==> src/rtl/hook_sup_pkg.sv <==
package hook_sup_pkg;

  typedef enum logic [1:0] {
    S_IDLE_ONHOOK = 2'd0,
    S_OFFHOOK     = 2'd1,
    S_RINGING     = 2'd2,
    S_TRIPPED     = 2'd3
  } hookState_t;

  // control -> datapath
  typedef struct packed {
    logic refOffHook;   // currently reported hook level (1 = off-hook)
    logic ringWindow;   // select the long ringing qualification window
    logic blankStart;   // ringing is ending: load the blanking timer
  } ctrlStrobe_t;

  // datapath -> control
  typedef struct packed {
    logic qualify;      // detector differs from reported level for a full window
    logic ringRise;     // rising edge of the ring command
    logic blanking;     // release blanking in progress
  } dpStatus_t;

endpackage

==> src/rtl/hook_sup_dp.sv <==
module hook_sup_dp
  import hook_sup_pkg::*;
#(
  parameter int HOOK_TICKS  = 20,
  parameter int TRIP_TICKS  = 80,
  parameter int BLANK_TICKS = 5,
  parameter int SYNC_STAGES = 2
) (
  input  logic        clk,
  input  logic        rst,
  input  logic        tick,
  input  logic        loopDet,
  input  logic        ringCmd,
  input  ctrlStrobe_t strobe,
  output dpStatus_t   status
);

  localparam int MAX_WIN = (TRIP_TICKS > HOOK_TICKS) ? TRIP_TICKS : HOOK_TICKS;
  localparam int CNT_W   = $clog2(MAX_WIN + 1);
  localparam int BLK_W   = $clog2(BLANK_TICKS + 1);

  logic [SYNC_STAGES-1:0] syncQ;
  logic                   detSync;
  logic                   ringCmdQ;
  logic [CNT_W-1:0]       qualCnt;
  logic [CNT_W-1:0]       winLimit;
  logic [BLK_W-1:0]       blankCnt;
  logic                   mismatch;
  logic                   blanking;
  logic                   qualify;

  // retiming chain for the asynchronous comparator bit
  generate
    if (SYNC_STAGES == 1) begin : g_sync1
      always_ff @(posedge clk) begin
        if (rst) syncQ <= '0;
        else     syncQ <= loopDet;
      end
    end else begin : g_syncN
      always_ff @(posedge clk) begin
        if (rst) syncQ <= '0;
        else     syncQ <= {syncQ[SYNC_STAGES-2:0], loopDet};
      end
    end
  endgenerate

  assign detSync = syncQ[SYNC_STAGES-1];

  always_ff @(posedge clk) begin
    if (rst) ringCmdQ <= 1'b0;
    else     ringCmdQ <= ringCmd;
  end

  assign winLimit = strobe.ringWindow ? CNT_W'(TRIP_TICKS) : CNT_W'(HOOK_TICKS);
  assign mismatch = (detSync != strobe.refOffHook);
  assign blanking = (blankCnt != '0);
  assign qualify  = tick && mismatch && !blanking && (qualCnt == winLimit - CNT_W'(1));

  // consecutive-tick qualification counter
  always_ff @(posedge clk) begin
    if (rst)
      qualCnt <= '0;
    else if (!mismatch || blanking || qualify || strobe.blankStart)
      qualCnt <= '0;
    else if (tick)
      qualCnt <= qualCnt + CNT_W'(1);
  end

  // relay release blanking timer
  always_ff @(posedge clk) begin
    if (rst)
      blankCnt <= '0;
    else if (strobe.blankStart)
      blankCnt <= BLK_W'(BLANK_TICKS);
    else if (tick && blanking)
      blankCnt <= blankCnt - BLK_W'(1);
  end

  assign status.qualify  = qualify;
  assign status.ringRise = ringCmd && !ringCmdQ;
  assign status.blanking = blanking;

  // the window counter never reaches the active limit
  a_r5_window_bound: assert property (@(posedge clk) disable iff (rst)
    qualCnt < winLimit);

  // a blanking period ends only through its ticks
  a_r8_blank_steps: assert property (@(posedge clk) disable iff (rst)
    (blanking && !tick && !strobe.blankStart) |=> $stable(blankCnt));

endmodule

==> src/rtl/hook_sup_ctrl.sv <==
module hook_sup_ctrl
  import hook_sup_pkg::*;
(
  input  logic        clk,
  input  logic        rst,
  input  logic        ringCmd,
  input  dpStatus_t   status,
  output ctrlStrobe_t strobe,
  output logic        shkN,
  output logic        ledN,
  output logic        ringRelay
);

  hookState_t state, stateNext;

  always_comb begin
    stateNext = state;
    unique case (state)
      S_IDLE_ONHOOK: begin
        if (status.qualify)       stateNext = S_OFFHOOK;
        else if (status.ringRise) stateNext = S_RINGING;
      end
      S_OFFHOOK: begin
        if (status.qualify)       stateNext = S_IDLE_ONHOOK;
      end
      S_RINGING: begin
        if (!ringCmd)             stateNext = S_IDLE_ONHOOK;
        else if (status.qualify)  stateNext = S_TRIPPED;
      end
      S_TRIPPED: begin
        if (status.qualify)       stateNext = S_IDLE_ONHOOK;
        else if (!ringCmd)        stateNext = S_OFFHOOK;
      end
      default:                    stateNext = S_IDLE_ONHOOK;
    endcase
  end

  always_ff @(posedge clk) begin
    if (rst) state <= S_IDLE_ONHOOK;
    else     state <= stateNext;
  end

  assign strobe.refOffHook = (state == S_OFFHOOK) || (state == S_TRIPPED);
  assign strobe.ringWindow = (state == S_RINGING);
  assign strobe.blankStart = (state == S_RINGING) && (stateNext != S_RINGING);

  assign shkN      = !strobe.refOffHook;
  assign ledN      = shkN;
  assign ringRelay = (state == S_RINGING) && ringCmd;

  // the relay is never energised while off-hook is reported
  a_r6_no_ring_offhook: assert property (@(posedge clk) disable iff (rst)
    !shkN |-> !ringRelay);

  // the tripped state is reached only from ringing
  a_r6_trip_from_ring: assert property (@(posedge clk) disable iff (rst)
    (state == S_TRIPPED && $past(state) != S_TRIPPED) |-> $past(state) == S_RINGING);

  // ringing starts only from the idle on-hook state
  a_r7_ring_from_idle: assert property (@(posedge clk) disable iff (rst)
    (state == S_RINGING && $past(state) != S_RINGING) |-> $past(state) == S_IDLE_ONHOOK);

  // the hook output holds during a blanking period
  a_r8_blank_holds_hook: assert property (@(posedge clk) disable iff (rst)
    (status.blanking && $past(status.blanking)) |-> $stable(shkN));

  // the LED output tracks the hook output
  a_r3_led_tracks: assert property (@(posedge clk) disable iff (rst)
    ledN == shkN);

endmodule

==> src/rtl/hook_supervisor.sv <==
module hook_supervisor
  import hook_sup_pkg::*;
#(
  parameter int HOOK_TICKS  = 20,
  parameter int TRIP_TICKS  = 80,
  parameter int BLANK_TICKS = 5,
  parameter int SYNC_STAGES = 2
) (
  input  logic clk,
  input  logic rst,
  input  logic tick,
  input  logic loopDet,
  input  logic ringCmd,
  output logic shkN,
  output logic ledN,
  output logic ringRelay
);

  ctrlStrobe_t strobe;
  dpStatus_t   status;

  hook_sup_dp #(
    .HOOK_TICKS (HOOK_TICKS),
    .TRIP_TICKS (TRIP_TICKS),
    .BLANK_TICKS(BLANK_TICKS),
    .SYNC_STAGES(SYNC_STAGES)
  ) i_dp (
    .clk    (clk),
    .rst    (rst),
    .tick   (tick),
    .loopDet(loopDet),
    .ringCmd(ringCmd),
    .strobe (strobe),
    .status (status)
  );

  hook_sup_ctrl i_ctrl (
    .clk      (clk),
    .rst      (rst),
    .ringCmd  (ringCmd),
    .status   (status),
    .strobe   (strobe),
    .shkN     (shkN),
    .ledN     (ledN),
    .ringRelay(ringRelay)
  );

  initial begin
    assert (HOOK_TICKS >= 1 && TRIP_TICKS >= HOOK_TICKS && BLANK_TICKS >= 1 && SYNC_STAGES >= 1)
      else $error("hook_supervisor: illegal parameter set");
  end

endmodule

==> config.mk <==
export PLATFORM = sky130hd
export DESIGN_NAME = hook_supervisor
export DESIGN_NICKNAME = d
export VERILOG_FILES = /design/src/rtl/hook_sup_pkg.sv /design/src/rtl/hook_sup_dp.sv /design/src/rtl/hook_sup_ctrl.sv /design/src/rtl/hook_supervisor.sv
export SDC_FILE = /design/constraint.sdc
export NUM_CORES = 1
export LEC_CHECK = 0
export ABC_AREA = 1
export BUFFER_PORTS_ARGS = -buffer_cell sky130_fd_sc_hd__buf_2
export CAP_MARGIN = 40
export CORE_MARGIN = 2
export CORE_UTILIZATION = 35
export DETAILED_ROUTE_END_ITERATION = 16
export GPL_TIMING_DRIVEN = 0
export HOLD_SLACK_MARGIN = 0.1
export PLACE_DENSITY = 0.57
export SLEW_MARGIN = 30
export SYNTH_ARGS = -nofsm -noshare
export SYNTH_HDL_FRONTEND = slang
export SYNTH_SLANG_ARGS = --single-unit
==> constraint.sdc <==
create_clock -name clk -period 1.9 [get_ports clk]
set_input_delay 0.095 -clock clk [delete_from_list [all_inputs] [get_ports clk]]
set_output_delay 0.095 -clock clk [all_outputs]
set_load 0.02 [all_outputs]
==> impl_metrics.prom <==
# TYPE chip_impl_metric gauge
chip_impl_info{name="run_status",value="complete, no violations"} 1
chip_impl_metric{name="power_frac_seq",unit="%"} 52.7
chip_impl_metric{name="pins_over_slew_limit",unit=""} 0
chip_impl_metric{name="p_switching",unit="uW"} 181
chip_impl_info{name="cell_types_occupying_the_most_area_after_synthesis",value="dfxtp_1 39%, inv_1 6.8%, nor2_2 6.4%"} 1
chip_impl_metric{name="wl_per_cell",unit="um"} 8.77
chip_impl_metric{name="start_util",unit="%"} 36.2
chip_impl_metric{name="synth_warnings",unit=""} 0
chip_impl_info{name="grt_most_used_layer",value="met2"} 1
chip_impl_metric{name="global_route_wire_length_before_repair",unit="mm"} 2.26
chip_impl_metric{name="port_buffers",unit=""} 6
chip_impl_metric{name="die_h",unit="um"} 51.1
chip_impl_metric{name="ir_drop",unit="V"} 0.000336
chip_impl_metric{name="floorplan.core_area",unit="sq um"} 2150
chip_impl_metric{name="timing.max_cap.violations",unit=""} 0
chip_impl_info{name="crit-reg2reg-capture",value="i_dp.qualCnt[1]$_SDFFE_PP0P_"} 1
chip_impl_metric{name="num_io_pins",unit=""} 8
chip_impl_metric{name="fp.dieW",unit="um"} 51.1
chip_impl_metric{name="syn-cell-area",unit="sq um"} 777
chip_impl_info{name="setup_repair_after_global_routing_missed_its_margin",value="false"} 1
chip_impl_info{name="cts_tree",value="done"} 1
chip_impl_metric{name="crit_path_max_fanout",unit=""} 7
chip_impl_info{name="setup.worst_path.end_class",value="register"} 1
chip_impl_metric{name="slew_headroom",unit="%"} 84.6
chip_impl_metric{name="total_global_routing_track_utilization",unit="%"} 11.8
chip_impl_info{name="crit_type",value="reg2reg"} 1
chip_impl_metric{name="hold_depth",unit=""} 3
chip_impl_metric{name="dr.first_iter.drc_count",unit=""} 1
chip_impl_metric{name="grt_start_max_net_pins",unit=""} 9
chip_impl_info{name="hold_path_startpoint",value="tick"} 1
chip_impl_metric{name="synth_sequential_area_ratio",unit="%"} 38.6
chip_impl_metric{name="max_clock_freq",unit="MHz"} 649
chip_impl_metric{name="register_area",unit="sq um"} 300
chip_impl_metric{name="r2r_slack",unit="ns"} 0.36
chip_impl_metric{name="gpl.final_weighted_congestion",unit=""} 0.765
chip_impl_metric{name="antenna_cells",unit=""} 0
chip_impl_metric{name="timing_worst_slew_pin_value",unit="ns"} 0.231
chip_impl_metric{name="ctsHtreeMaxLevel",unit=""} 1
chip_impl_metric{name="number_of_antenna_violations_at_the_first_check_in_global_routing",unit=""} 0
chip_impl_metric{name="switching_share",unit="%"} 27.5
chip_impl_metric{name="met2_usage",unit="%"} 17.3
chip_impl_metric{name="internal_power_component",unit="uW"} 478
chip_impl_metric{name="area_growth_syn_to_layout",unit="%"} 18.2
chip_impl_metric{name="leakagePower",unit="nW"} 0.380
chip_impl_metric{name="hold_viol_final",unit=""} 0
chip_impl_metric{name="cts-buffers-inserted",unit=""} 3
chip_impl_metric{name="placed_cells",unit=""} 131
chip_impl_info{name="hold_path_end",value="i_dp.qualCnt[0]$_SDFFE_PP0P_"} 1
chip_impl_metric{name="clkLatencyLatePin",unit="ns"} 0.28
chip_impl_metric{name="fin_worst_skew",unit="ns"} 0.00136
chip_impl_metric{name="finish.utilization",unit="%"} 42.7
chip_impl_metric{name="grt_pass1_vias",unit=""} 557
chip_impl_metric{name="grt_util_met1",unit="%"} 15.2
chip_impl_metric{name="ratio_of_routed_vias_to_standard_cells",unit=""} 4.31
chip_impl_metric{name="synthesis.nets",unit=""} 105
chip_impl_metric{name="area_occupied_by_multi_input_gates",unit="sq um"} 408
chip_impl_metric{name="cts_buffer_depth",unit=""} 2
chip_impl_info{name="yosys.area.top_type",value="dfxtp_1"} 1
chip_impl_metric{name="setup_viol_count_final",unit=""} 0
chip_impl_metric{name="post_route_cells_drive_above_1_share",unit="%"} 25.9
chip_impl_metric{name="postRouteAntennaNets",unit=""} 0
chip_impl_metric{name="clkSlewWorstSetupHoldPaths",unit="ns"} 0.09
chip_impl_info{name="min_path_type",value="in2reg"} 1
chip_impl_metric{name="fin_cells",unit=""} 140
chip_impl_info{name="root_buffer",value="clkbuf_4"} 1
chip_impl_metric{name="power.combinational.fraction",unit="%"} 20.0
chip_impl_metric{name="synth.top_cell.area_share",unit="%"} 38.6
chip_impl_metric{name="period_share",unit="%"} 81.0
chip_impl_metric{name="worst_ep_arrival_time",unit="ns"} 1.76
chip_impl_metric{name="setup_total_negative_slack",unit="ns"} 0
chip_impl_metric{name="finalNetCount",unit=""} 121
chip_impl_metric{name="grt_overflow_total",unit=""} 0
chip_impl_metric{name="p_clk_share",unit="%"} 27.3
chip_impl_info{name="worstReg2RegStart",value="i_dp.blankCnt[0]$_SDFFE_PP0P_"} 1
chip_impl_metric{name="detail_route.first_pass.iterations",unit=""} 4
chip_impl_metric{name="detail_route.drc_violations",unit=""} 0
chip_impl_metric{name="netlist_instances",unit=""} 97
chip_impl_metric{name="powerDensity",unit="nW/um^2"} 718
chip_impl_metric{name="fill_cell_instance_count_of_the_final_layout",unit=""} 231
chip_impl_metric{name="routing_usage_on_met3",unit="%"} 2.63
chip_impl_metric{name="row_count",unit=""} 17
chip_impl_metric{name="dp_hpwl",unit="um"} 938
chip_impl_metric{name="postSynthAreaPerCell",unit="sq um"} 8.01
chip_impl_metric{name="timing.reg2reg.worst_path_depth",unit=""} 10
chip_impl_metric{name="post_synth_num_cell_types",unit=""} 24
chip_impl_metric{name="design.die.area",unit="sq um"} 2610
chip_impl_info{name="start_kind",value="register"} 1
chip_impl_metric{name="finalWirelength",unit="mm"} 1.23
chip_impl_metric{name="vias",unit=""} 603
chip_impl_metric{name="numClockSinks",unit=""} 15
chip_impl_metric{name="period_needed",unit="ns"} 1.54
chip_impl_metric{name="yosys_register_bits",unit=""} 15
chip_impl_metric{name="worstPathRequired",unit="ns"} 2.12
==> cells in the mapped netlist <==
| library cell | number |
|---|---|
| nand2_1 | 10 |
| nor2_2 | 8 |
| inv_2 | 1 |
| nor2_1 | 13 |
| buf_4 | 1 |
| nand2_4 | 1 |
| a21oi_1 | 6 |
| o211ai_1 | 1 |
| nand2_2 | 3 |
| ha_1 | 3 |
| nand4_1 | 1 |
| and3_2 | 1 |
| inv_1 | 14 |
| xnor2_1 | 2 |
| nor2_4 | 1 |
| buf_2 | 1 |
| mux2i_1 | 1 |
| xor2_1 | 5 |
| dfxtp_1 | 15 |
| nand3_4 | 1 |
| nand3b_1 | 1 |
| o21ai_0 | 1 |
| nand3_2 | 2 |
| nand3_1 | 4 |
==> per-layer routing <==
metal	part of all wire [%]	vias to the layer above
li1	-	333
met2	43	10
met3	3.7	5
met5	0	-
met1	50	255
met4	3.1	0
==> how the worst max path moves through the flow <==
| stage | from | to | slack [ns] | cells past startpoint |
|---|---|---|---|---|
| after floorplan | i_dp.blankCnt[0]$_SDFFE_PP0P_ | i_dp.blankCnt[1]$_SDFFE_PP0P_ | 0.48 | 10 |
| after global placement | i_dp.blankCnt[0]$_SDFFE_PP0P_ | i_dp.qualCnt[1]$_SDFFE_PP0P_ | 0.36 | 11 |
| after detailed placement | i_dp.blankCnt[0]$_SDFFE_PP0P_ | i_dp.qualCnt[6]$_SDFFE_PP0P_ | 0.36 | 10 |
| after CTS | i_dp.blankCnt[0]$_SDFFE_PP0P_ | i_dp.qualCnt[1]$_SDFFE_PP0P_ | 0.34 | 11 |
| after global routing | i_dp.blankCnt[0]$_SDFFE_PP0P_ | i_dp.qualCnt[5]$_SDFFE_PP0P_ | 0.18 | 11 |
| final | i_dp.blankCnt[0]$_SDFFE_PP0P_ | i_dp.qualCnt[1]$_SDFFE_PP0P_ | 0.36 | 10 |
==> power by group through the flow <==
| stage | combinational [mW] | sequential, mW | clock, mW |
|---|---|---|---|
| floorplan | 0.102 | 0.353 | 0 |
| global placement | 0.121 | 0.354 | 0 |
| detailed placement | 0.126 | 0.355 | 0 |
| CTS | 0.136 | 0.348 | 0.189 |
| global route | 0.159 | 0.351 | 0.203 |
| finish | 0.132 | 0.347 | 0.180 |
==> through the flow <==
step                      total power, mW  hold slack (ns)  cell area (sq um)  worst slack [ns]
after global placement              0.475            0.300                842             0.364
after global routing                0.714            0.217                918             0.181
after floorplan                     0.455            0.164                777             0.477
final                               0.659            0.197                918             0.360
after detailed placement            0.481            0.303                842             0.358
after CTS                           0.673            0.202                918             0.340
==> final cells by class <==
cell class | instances | share of cell area [%]
Inverter | 15 | 6.13
Timing Repair Buffer | 11 | 8.72
Buffer | 2 | 1.36
Sequential cell | 15 | 32.7
Tap cell | 28 | 3.81
Multi-Input combinational cell | 65 | 44.4
Clock buffer | 4 | 2.86
==> state kept, by name (all words and copies together), names as in the netlist <==
register and cells:
i_dp.qualCnt 7, i_dp.syncQ 2, i_dp.ringCmdQ 1, i_dp.blankCnt 3, i_ctrl.state 2
==> placed cells by master, fill, tap and decap left out <==
master,instances
xnor2_1,2
nand2_1,10
dlygate4sd3_1,5
nand2_4,1
nand2_2,3
mux2i_1,1
nor2_4,1
nor2_1,13
xor2_1,5
nand4_1,1
buf_4,1
clkbuf_1,1
inv_2,1
nand3_2,2
dfxtp_1,15
nand3_4,1
clkbuf_4,3
buf_2,7
ha_1,3
nand3_1,4
and3_2,1
nor2_2,8
o21ai_0,1
nand3b_1,1
a21oi_1,6
inv_1,14
o211ai_1,1
==> what timing repair did <==
action                    in CTS  in global routing
gates resized for setup        0                  0
hold buffers                   5                  0
hold endpoints to repair       6                  0
buffers inserted               0                  0
==> logic make-up (layout without fill, tap and decap cells) <==
family / Yosys count / count (layout) / synth area share [%]
AO/OA/AOI/OAI: 8 / 8 / 5.47
XOR/XNOR: 7 / 7 / 7.89
adder cells (fa/ha/maj): 3 / 3 / 4.83
buffers and inverters: 17 / 32 / 8.86
flip-flops: 15 / 15 / 38.6
multiplexers: 1 / 1 / 1.29
AND/OR/NAND/NOR: 46 / 46 / 33.0
==> worst max-delay path: stages, from the launching register on <==
cell     delay [ns]
dfxtp_1        0.35
inv_1          0.05
ha_1           0.19
ha_1           0.20
nand3_2        0.10
nor2_4         0.04
nand3_1        0.11
nand3_2        0.10
nand2_4        0.10
nand3_4        0.13
nor2_2         0.10
Note: power is estimated with default switching activity, not from simulation.
